==> src/rtl/acc_cpu_pkg.sv <==
package acc_cpu_pkg;

  localparam int unsigned OP_HALT  = 0;
  localparam int unsigned OP_LOAD  = 1;
  localparam int unsigned OP_ADD   = 2;
  localparam int unsigned OP_STORE = 3;
  localparam int unsigned OP_JUMP  = 4;

  typedef enum logic [2:0] {
    ST_OP,
    ST_ARG,
    ST_MEM,
    ST_EXE,
    ST_HALT
  } st_e;

  typedef enum logic [1:0] {
    AS_PC,
    AS_PC1,
    AS_ARG
  } asel_e;

endpackage

==> src/rtl/acc_cpu_ram.sv <==
module acc_cpu_ram #(
  parameter int unsigned AW = 8,
  parameter int unsigned DW = 8
) (
  input  logic          clk_i,
  input  logic          en_i,
  input  logic          we_i,
  input  logic [AW-1:0] addr_i,
  input  logic [DW-1:0] wdata_i,
  output logic [DW-1:0] rdata_o
);
  localparam int unsigned DEPTH = 1 << AW;

  logic [DW-1:0] mem_q [DEPTH];

  always_ff @(posedge clk_i) begin
    if (en_i) begin
      if (we_i) mem_q[addr_i] <= wdata_i;
      else      rdata_o       <= mem_q[addr_i];
    end
  end
endmodule

==> src/rtl/acc_cpu_ctrl.sv <==
module acc_cpu_ctrl
  import acc_cpu_pkg::*;
#(
  parameter int unsigned DW = 8
) (
  input  logic          clk_i,
  input  logic          rst_ni,
  input  logic [DW-1:0] rdata_i,
  output logic          mem_en_o,
  output logic          mem_we_o,
  output asel_e         asel_o,
  output logic          pc_inc_o,
  output logic          pc_jmp_o,
  output logic          acc_ld_o,
  output logic          acc_add_o,
  output logic [DW-1:0] op_o,
  output logic          halted_o
);
  st_e           st_q, st_d;
  logic [DW-1:0] op_q;

  always_ff @(posedge clk_i or negedge rst_ni) begin
    if (!rst_ni) begin
      st_q <= ST_OP;
      op_q <= '0;
    end else begin
      st_q <= st_d;
      if (st_q == ST_ARG) op_q <= rdata_i;
    end
  end

  always_comb begin
    st_d      = st_q;
    mem_en_o  = 1'b0;
    mem_we_o  = 1'b0;
    asel_o    = AS_PC;
    pc_inc_o  = 1'b0;
    pc_jmp_o  = 1'b0;
    acc_ld_o  = 1'b0;
    acc_add_o = 1'b0;
    unique case (st_q)
      ST_OP: begin
        mem_en_o = 1'b1;
        asel_o   = AS_PC;
        st_d     = ST_ARG;
      end
      ST_ARG: begin
        mem_en_o = 1'b1;
        asel_o   = AS_PC1;
        st_d     = ST_MEM;
      end
      ST_MEM: begin
        // rdata_i holds the operand address this cycle
        if (op_q == DW'(OP_LOAD) || op_q == DW'(OP_ADD)) begin
          mem_en_o = 1'b1;
          asel_o   = AS_ARG;
          st_d     = ST_EXE;
        end else if (op_q == DW'(OP_STORE)) begin
          mem_en_o = 1'b1;
          mem_we_o = 1'b1;
          asel_o   = AS_ARG;
          pc_inc_o = 1'b1;
          st_d     = ST_OP;
        end else if (op_q == DW'(OP_JUMP)) begin
          pc_jmp_o = 1'b1;
          st_d     = ST_OP;
        end else if (op_q == DW'(OP_HALT)) begin
          st_d     = ST_HALT;
        end else begin
          pc_inc_o = 1'b1;
          st_d     = ST_OP;
        end
      end
      ST_EXE: begin
        acc_ld_o  = (op_q == DW'(OP_LOAD));
        acc_add_o = (op_q == DW'(OP_ADD));
        pc_inc_o  = 1'b1;
        st_d      = ST_OP;
      end
      ST_HALT: st_d = ST_HALT;
      default: st_d = ST_OP;
    endcase
  end

  assign op_o     = op_q;
  assign halted_o = (st_q == ST_HALT);
endmodule

==> src/rtl/acc_cpu_dpath.sv <==
module acc_cpu_dpath #(
  parameter int unsigned AW = 8,
  parameter int unsigned DW = 8
) (
  input  logic          clk_i,
  input  logic          rst_ni,
  input  logic          pc_inc_i,
  input  logic          pc_jmp_i,
  input  logic [AW-1:0] jmp_tgt_i,
  input  logic          acc_ld_i,
  input  logic          acc_add_i,
  input  logic [DW-1:0] mem_val_i,
  output logic [AW-1:0] pc_o,
  output logic [AW-1:0] pc_next1_o,
  output logic [DW-1:0] acc_o
);
  localparam logic [AW-1:0] INSN_BYTES = AW'(2);

  logic [AW-1:0] pc_q;
  logic [DW-1:0] acc_q;

  always_ff @(posedge clk_i or negedge rst_ni) begin
    if (!rst_ni) begin
      pc_q  <= '0;
      acc_q <= '0;
    end else begin
      if (pc_jmp_i)      pc_q <= jmp_tgt_i;
      else if (pc_inc_i) pc_q <= pc_q + INSN_BYTES;
      if (acc_ld_i)       acc_q <= mem_val_i;
      else if (acc_add_i) acc_q <= acc_q + mem_val_i;
    end
  end

  assign pc_o       = pc_q;
  assign pc_next1_o = pc_q + AW'(1);
  assign acc_o      = acc_q;
endmodule

==> src/rtl/acc_cpu.sv <==
module acc_cpu
  import acc_cpu_pkg::*;
#(
  parameter int unsigned AW = 8,
  parameter int unsigned DW = 8
) (
  input  logic          clk_i,
  input  logic          rst_ni,
  input  logic          ld_en_i,
  input  logic [AW-1:0] ld_addr_i,
  input  logic [DW-1:0] ld_data_i,
  output logic [DW-1:0] acc_o,
  output logic [AW-1:0] pc_o,
  output logic          halted_o
);
  logic          core_en, core_we;
  asel_e         asel;
  logic          pc_inc, pc_jmp, acc_ld, acc_add;
  logic [DW-1:0] rdata, cur_op;
  logic [AW-1:0] pc, pc_next1, core_addr;
  logic [DW-1:0] acc;

  always_comb begin
    unique case (asel)
      AS_PC1:  core_addr = pc_next1;
      AS_ARG:  core_addr = rdata[AW-1:0];
      default: core_addr = pc;
    endcase
  end

  acc_cpu_ram #(.AW(AW), .DW(DW)) u_ram (
    .clk_i   (clk_i),
    .en_i    (ld_en_i | core_en),
    .we_i    (ld_en_i | core_we),
    .addr_i  (ld_en_i ? ld_addr_i : core_addr),
    .wdata_i (ld_en_i ? ld_data_i : acc),
    .rdata_o (rdata)
  );

  acc_cpu_ctrl #(.DW(DW)) u_ctrl (
    .clk_i     (clk_i),
    .rst_ni    (rst_ni),
    .rdata_i   (rdata),
    .mem_en_o  (core_en),
    .mem_we_o  (core_we),
    .asel_o    (asel),
    .pc_inc_o  (pc_inc),
    .pc_jmp_o  (pc_jmp),
    .acc_ld_o  (acc_ld),
    .acc_add_o (acc_add),
    .op_o      (cur_op),
    .halted_o  (halted_o)
  );

  acc_cpu_dpath #(.AW(AW), .DW(DW)) u_dpath (
    .clk_i      (clk_i),
    .rst_ni     (rst_ni),
    .pc_inc_i   (pc_inc),
    .pc_jmp_i   (pc_jmp),
    .jmp_tgt_i  (rdata[AW-1:0]),
    .acc_ld_i   (acc_ld),
    .acc_add_i  (acc_add),
    .mem_val_i  (rdata),
    .pc_o       (pc),
    .pc_next1_o (pc_next1),
    .acc_o      (acc)
  );

  assign acc_o = acc;
  assign pc_o  = pc;
endmodule

==> config.mk <==
export PLATFORM = sky130hd
export DESIGN_NAME = acc_cpu
export DESIGN_NICKNAME = d
export VERILOG_FILES = /design/src/rtl/acc_cpu_pkg.sv /design/src/rtl/acc_cpu_ram.sv /design/src/rtl/acc_cpu_ctrl.sv /design/src/rtl/acc_cpu_dpath.sv /design/src/rtl/acc_cpu.sv
export SDC_FILE = /design/constraint.sdc
export NUM_CORES = 2
export LEC_CHECK = 0
export BUFFER_PORTS_ARGS = -buffer_cell sky130_fd_sc_hd__clkbuf_2
export CAP_MARGIN = 15
export CORE_MARGIN = 2
export CORE_UTILIZATION = 60
export DETAILED_ROUTE_END_ITERATION = 7
export GPL_TIMING_DRIVEN = 1
export PLACE_DENSITY = 0.76
export SYNTH_ARGS = -nofsm -noshare
export SYNTH_HDL_FRONTEND = slang
export SYNTH_HIERARCHICAL = 1
export SYNTH_SLANG_ARGS = --single-unit
==> constraint.sdc <==
create_clock -name clk_i -period 12 [get_ports clk_i]
set_input_delay 1.8 -clock clk_i [delete_from_list [all_inputs] [get_ports clk_i]]
set_output_delay 1.8 -clock clk_i [all_outputs]
set_load 0.005 [all_outputs]
==> reports/qor.csv <==
stage,metric,value,unit
status,outcome,completed,
clock_tree,post-CTS setup buffer count,0,
sta,Final Slew Violations,0,
placement,Setup Slack @ Placement,4.68,ns
sta,period utilization,0.596,
floorplan,core area,133000,um2
drt,WL/cell,33.5,um
drt,Pre-antenna DRT Iters,6,
yosys,Syn Nets,3803,
yosys,Yosys warnings,6,
clock_tree,clk sinks,2083,
clock_tree,cts hold-fix bufs,0,
yosys,sequential fraction of the synthesis area,0.774,
clock_tree,CTS H-tree lvls,4,
min_path,Worst Hold Class,reg -> reg,
cells_and_area,Final nets,3861,
floorplan,cell row count,134,
drt,Starting DRT DRC Count,6187,
yosys,Post-Syn Area,80700,um2
drt,via count,40256,
yosys,Mean Syn Cell Area,21.4,um2
clock_tree,cts bufs inserted,197,
sta,max_slew headroom,0.0975,
clock_tree,Bufs on Longest Clock Path,3,
floorplan,die height,371,um
sta,setup TNS,0,ns
drt,Post-Route WL,193000,um
global_route,first-pass GRT wire length,280000,um
yosys,post-synth top area share,0.765,
yosys,Synth area leaders,"edfxtp_1 (77%), mux4_2 (14%), a22oi_1 (2.4%)",
cells_and_area,proportion of layout cells with a drive suffix above 1,0.238,
yosys,Yosys top cell by area,edfxtp_1,
yosys,top_reg_cell synth,edfxtp_1,
power,internal power,13.5,mW
critical_path,CP Data Required Time,12.52,ns
power,Cell Pwr Density,213,nW/um2
clock_tree,clock latency on the worst-skew pair,0.82,ns
global_route,gr usage total,0.285,
clock_tree,post-cts gate resize count,0,
global_route,vias in the first global route,40249,
floorplan,Die W,371,um
power,Clk network pwr share,0.320,
power,Switch Pwr,5.52,mW
critical_path,startpoint type of the worst setup path,flip-flop,
power,Net Sw Frac,0.290,
clock_tree,Clock Root Buffer,clkbuf_16,
drt,post-route ant nets,0,
clock_tree,clock slew seen by the registers of the worst setup and hold paths,0.06,ns
floorplan,full die area,137000,um2
drt,Vias per Instance,6.98,
sta,final hold slack,0.547,ns
drt,DRC violations left,0,
global_route,initial antenna violation count,6,
power,sequential power share,0.454,
power,Tot Pwr,19.0,mW
yosys,Cells after Synth,3772,
critical_path,CP endpoint kind,flip-flop,
global_route,largest net degree at the start of global routing,170,
sta,final hold violation count,0,
floorplan,io pins,36,
placement,GPL Wtd Cong,0.821,
yosys,Post-synth EDFFs,2056,
sta,final setup fails,0,
critical_path,Setup Crit Path Kind,reg -> reg,
power,peak supply drop,0.175,mV
sta,Slew @ Worst Pin,1.35,ns
sta,crit path time final,7.15,ns
clock_tree,CTS tree,done,
yosys,ys async rst share,0.0130,
critical_path,arrival time at the worst endpoint,7.67,ns
critical_path,Worst Path Max Fanout,107,
cells_and_area,final core utilization,0.668,
global_route,grt total ovfl,0,
placement,Port Buffers,35,
cells_and_area,"commonest non-fill, non-tap cell in the layout",edfxtp_1,
sta,fmax,0.140,GHz
yosys,"Distinct cells, synth",59,
sta,Final WS setup,4.85,ns
sta,final worst clock skew,0.0326,ns
cells_and_area,most frequent cells in the layout,"edfxtp_1 (2056), mux4_2 (512), nor2_1 (268)",
yosys,number of synthesized register bits,2083,
power,Logic pwr share,0.225,
sta,RSZ-0062 raised after global routing,no,
job,Max Cap Viol,0,
cells_and_area,area grow syn2layout,10.5,%
placement,HPWL after DPL,104000,um
power,leakage,27.3,nW
floorplan,Initial Utilization,0.605,
## synthesized netlist by cell type (all sizes together), types with 4 or more instances
library cell and n:
nor2 269, nand4 11, nand2b 4, o41ai 32
mux2 16, mux4 512, clkbuf 148, edfxtp 2056
nor3 5, nand2 65, a22oi 257, xor2 7
dfrtp 27, a211oi 6, xnor2 6, nor2b 19
o31ai 7, nand3 9, a221oi 7, buf 89
a21oi 137, ha 11, o21ai 18, nor3b 4
nor4 6, inv 11
## worst max-delay path: stages (launching register included)
cell     delay [ns]
dfrtp_1        0.42
nor4_1         0.45
nand3_1        0.25
nor3_1         0.28
ha_1           0.48
nor2b_1        0.26
o31ai_4        0.25
buf_12         0.62
buf_12         0.63
buf_4          0.74
mux4_2         0.58
a22oi_1        0.38
a21oi_1        0.16
o41ai_1        0.79
nand4_1        0.20
## cell type report
type	count	area, um2
repair buffers	96	773
well taps	1768	2210
diodes	3	7.51
clock inverters	120	1040
flip-flops and latches	2083	62400
multi-input cells	1441	17400
fillers	8092	44300
clock buffers	244	5260
inverters	11	41.3
## layer usage
layer | vias to the layer above | share of wire | GRT usage
li1 | 15984 | - | -
met1 | 21065 | 0.36 | 0.399
met2 | 2751 | 0.48 | 0.438
met3 | 450 | 0.12 | 0.0737
met4 | 6 | 0.041 | 0.113
met5 | - | 0.00023 | 0
## sequential cells by signal (all words and copies together) (netlist names)
register,cells
u_ram/mem_q,2048
u_ctrl/op_o,8
u_dpath/acc_o,8
u_dpath/pc_o,8
u_ram/rdata_o,8
u_ctrl/st_q,3
## cell families (layout without fill, tap and decap cells)
| kind of cell | count (synthesis) | after routing | synth area share |
|---|---|---|---|
| flops | 2083 | 2083 | 0.774 |
| other cells | 0 | 3 | 0 |
| mux | 531 | 531 | 0.146 |
| simple gates | 409 | 409 | 0.0216 |
| fa+ha+maj | 12 | 12 | 0.00195 |
| buf+inv | 248 | 471 | 0.0142 |
| xor+xnor | 13 | 13 | 0.00141 |
| compound gates | 476 | 476 | 0.0415 |
## final timing paths
| kind | to | start | cells after the start | slack, ns |
|---|---|---|---|---|
| max reg2reg | u_ram/rdata_o[3] | u_ctrl/op_o[2] | 14 | 4.85 |
| min in group asynchronous | u_dpath/pc_o[6] | rst_ni | 1 | 1.02 |
| max in group asynchronous | u_ctrl/op_o[4] | rst_ni | 1 | 10.52 |
| min reg2reg | u_ctrl/op_o[7] | u_ctrl/op_o[7] | 1 | 0.55 |
| min | u_ctrl/op_o[7] | u_ctrl/op_o[7] | 1 | 0.55 |
| max | u_ram/rdata_o[3] | u_ctrl/op_o[2] | 14 | 4.85 |
## per-stage QoR
step                      instances  cell area (um2)
after CTS                      5761            89100
final                          5766            89100
after floorplan                3772            80700
after global routing           5763            89100
after global placement         5395            82800
after detailed placement       5397            82800
## power groups by stage
| stage | logic [mW] | registers [mW] | clock network [mW] |
|---|---|---|---|
| floorplan | 2.82 | 8.72 | 0 |
| global placement | 4.12 | 8.78 | 0 |
| detailed placement | 4.20 | 8.79 | 0 |
| CTS | 4.24 | 8.63 | 6.14 |
| global route | 4.48 | 8.64 | 6.40 |
| finish | 4.28 | 8.63 | 6.09 |
No activity file was read; power rests on OpenSTA's default activity.
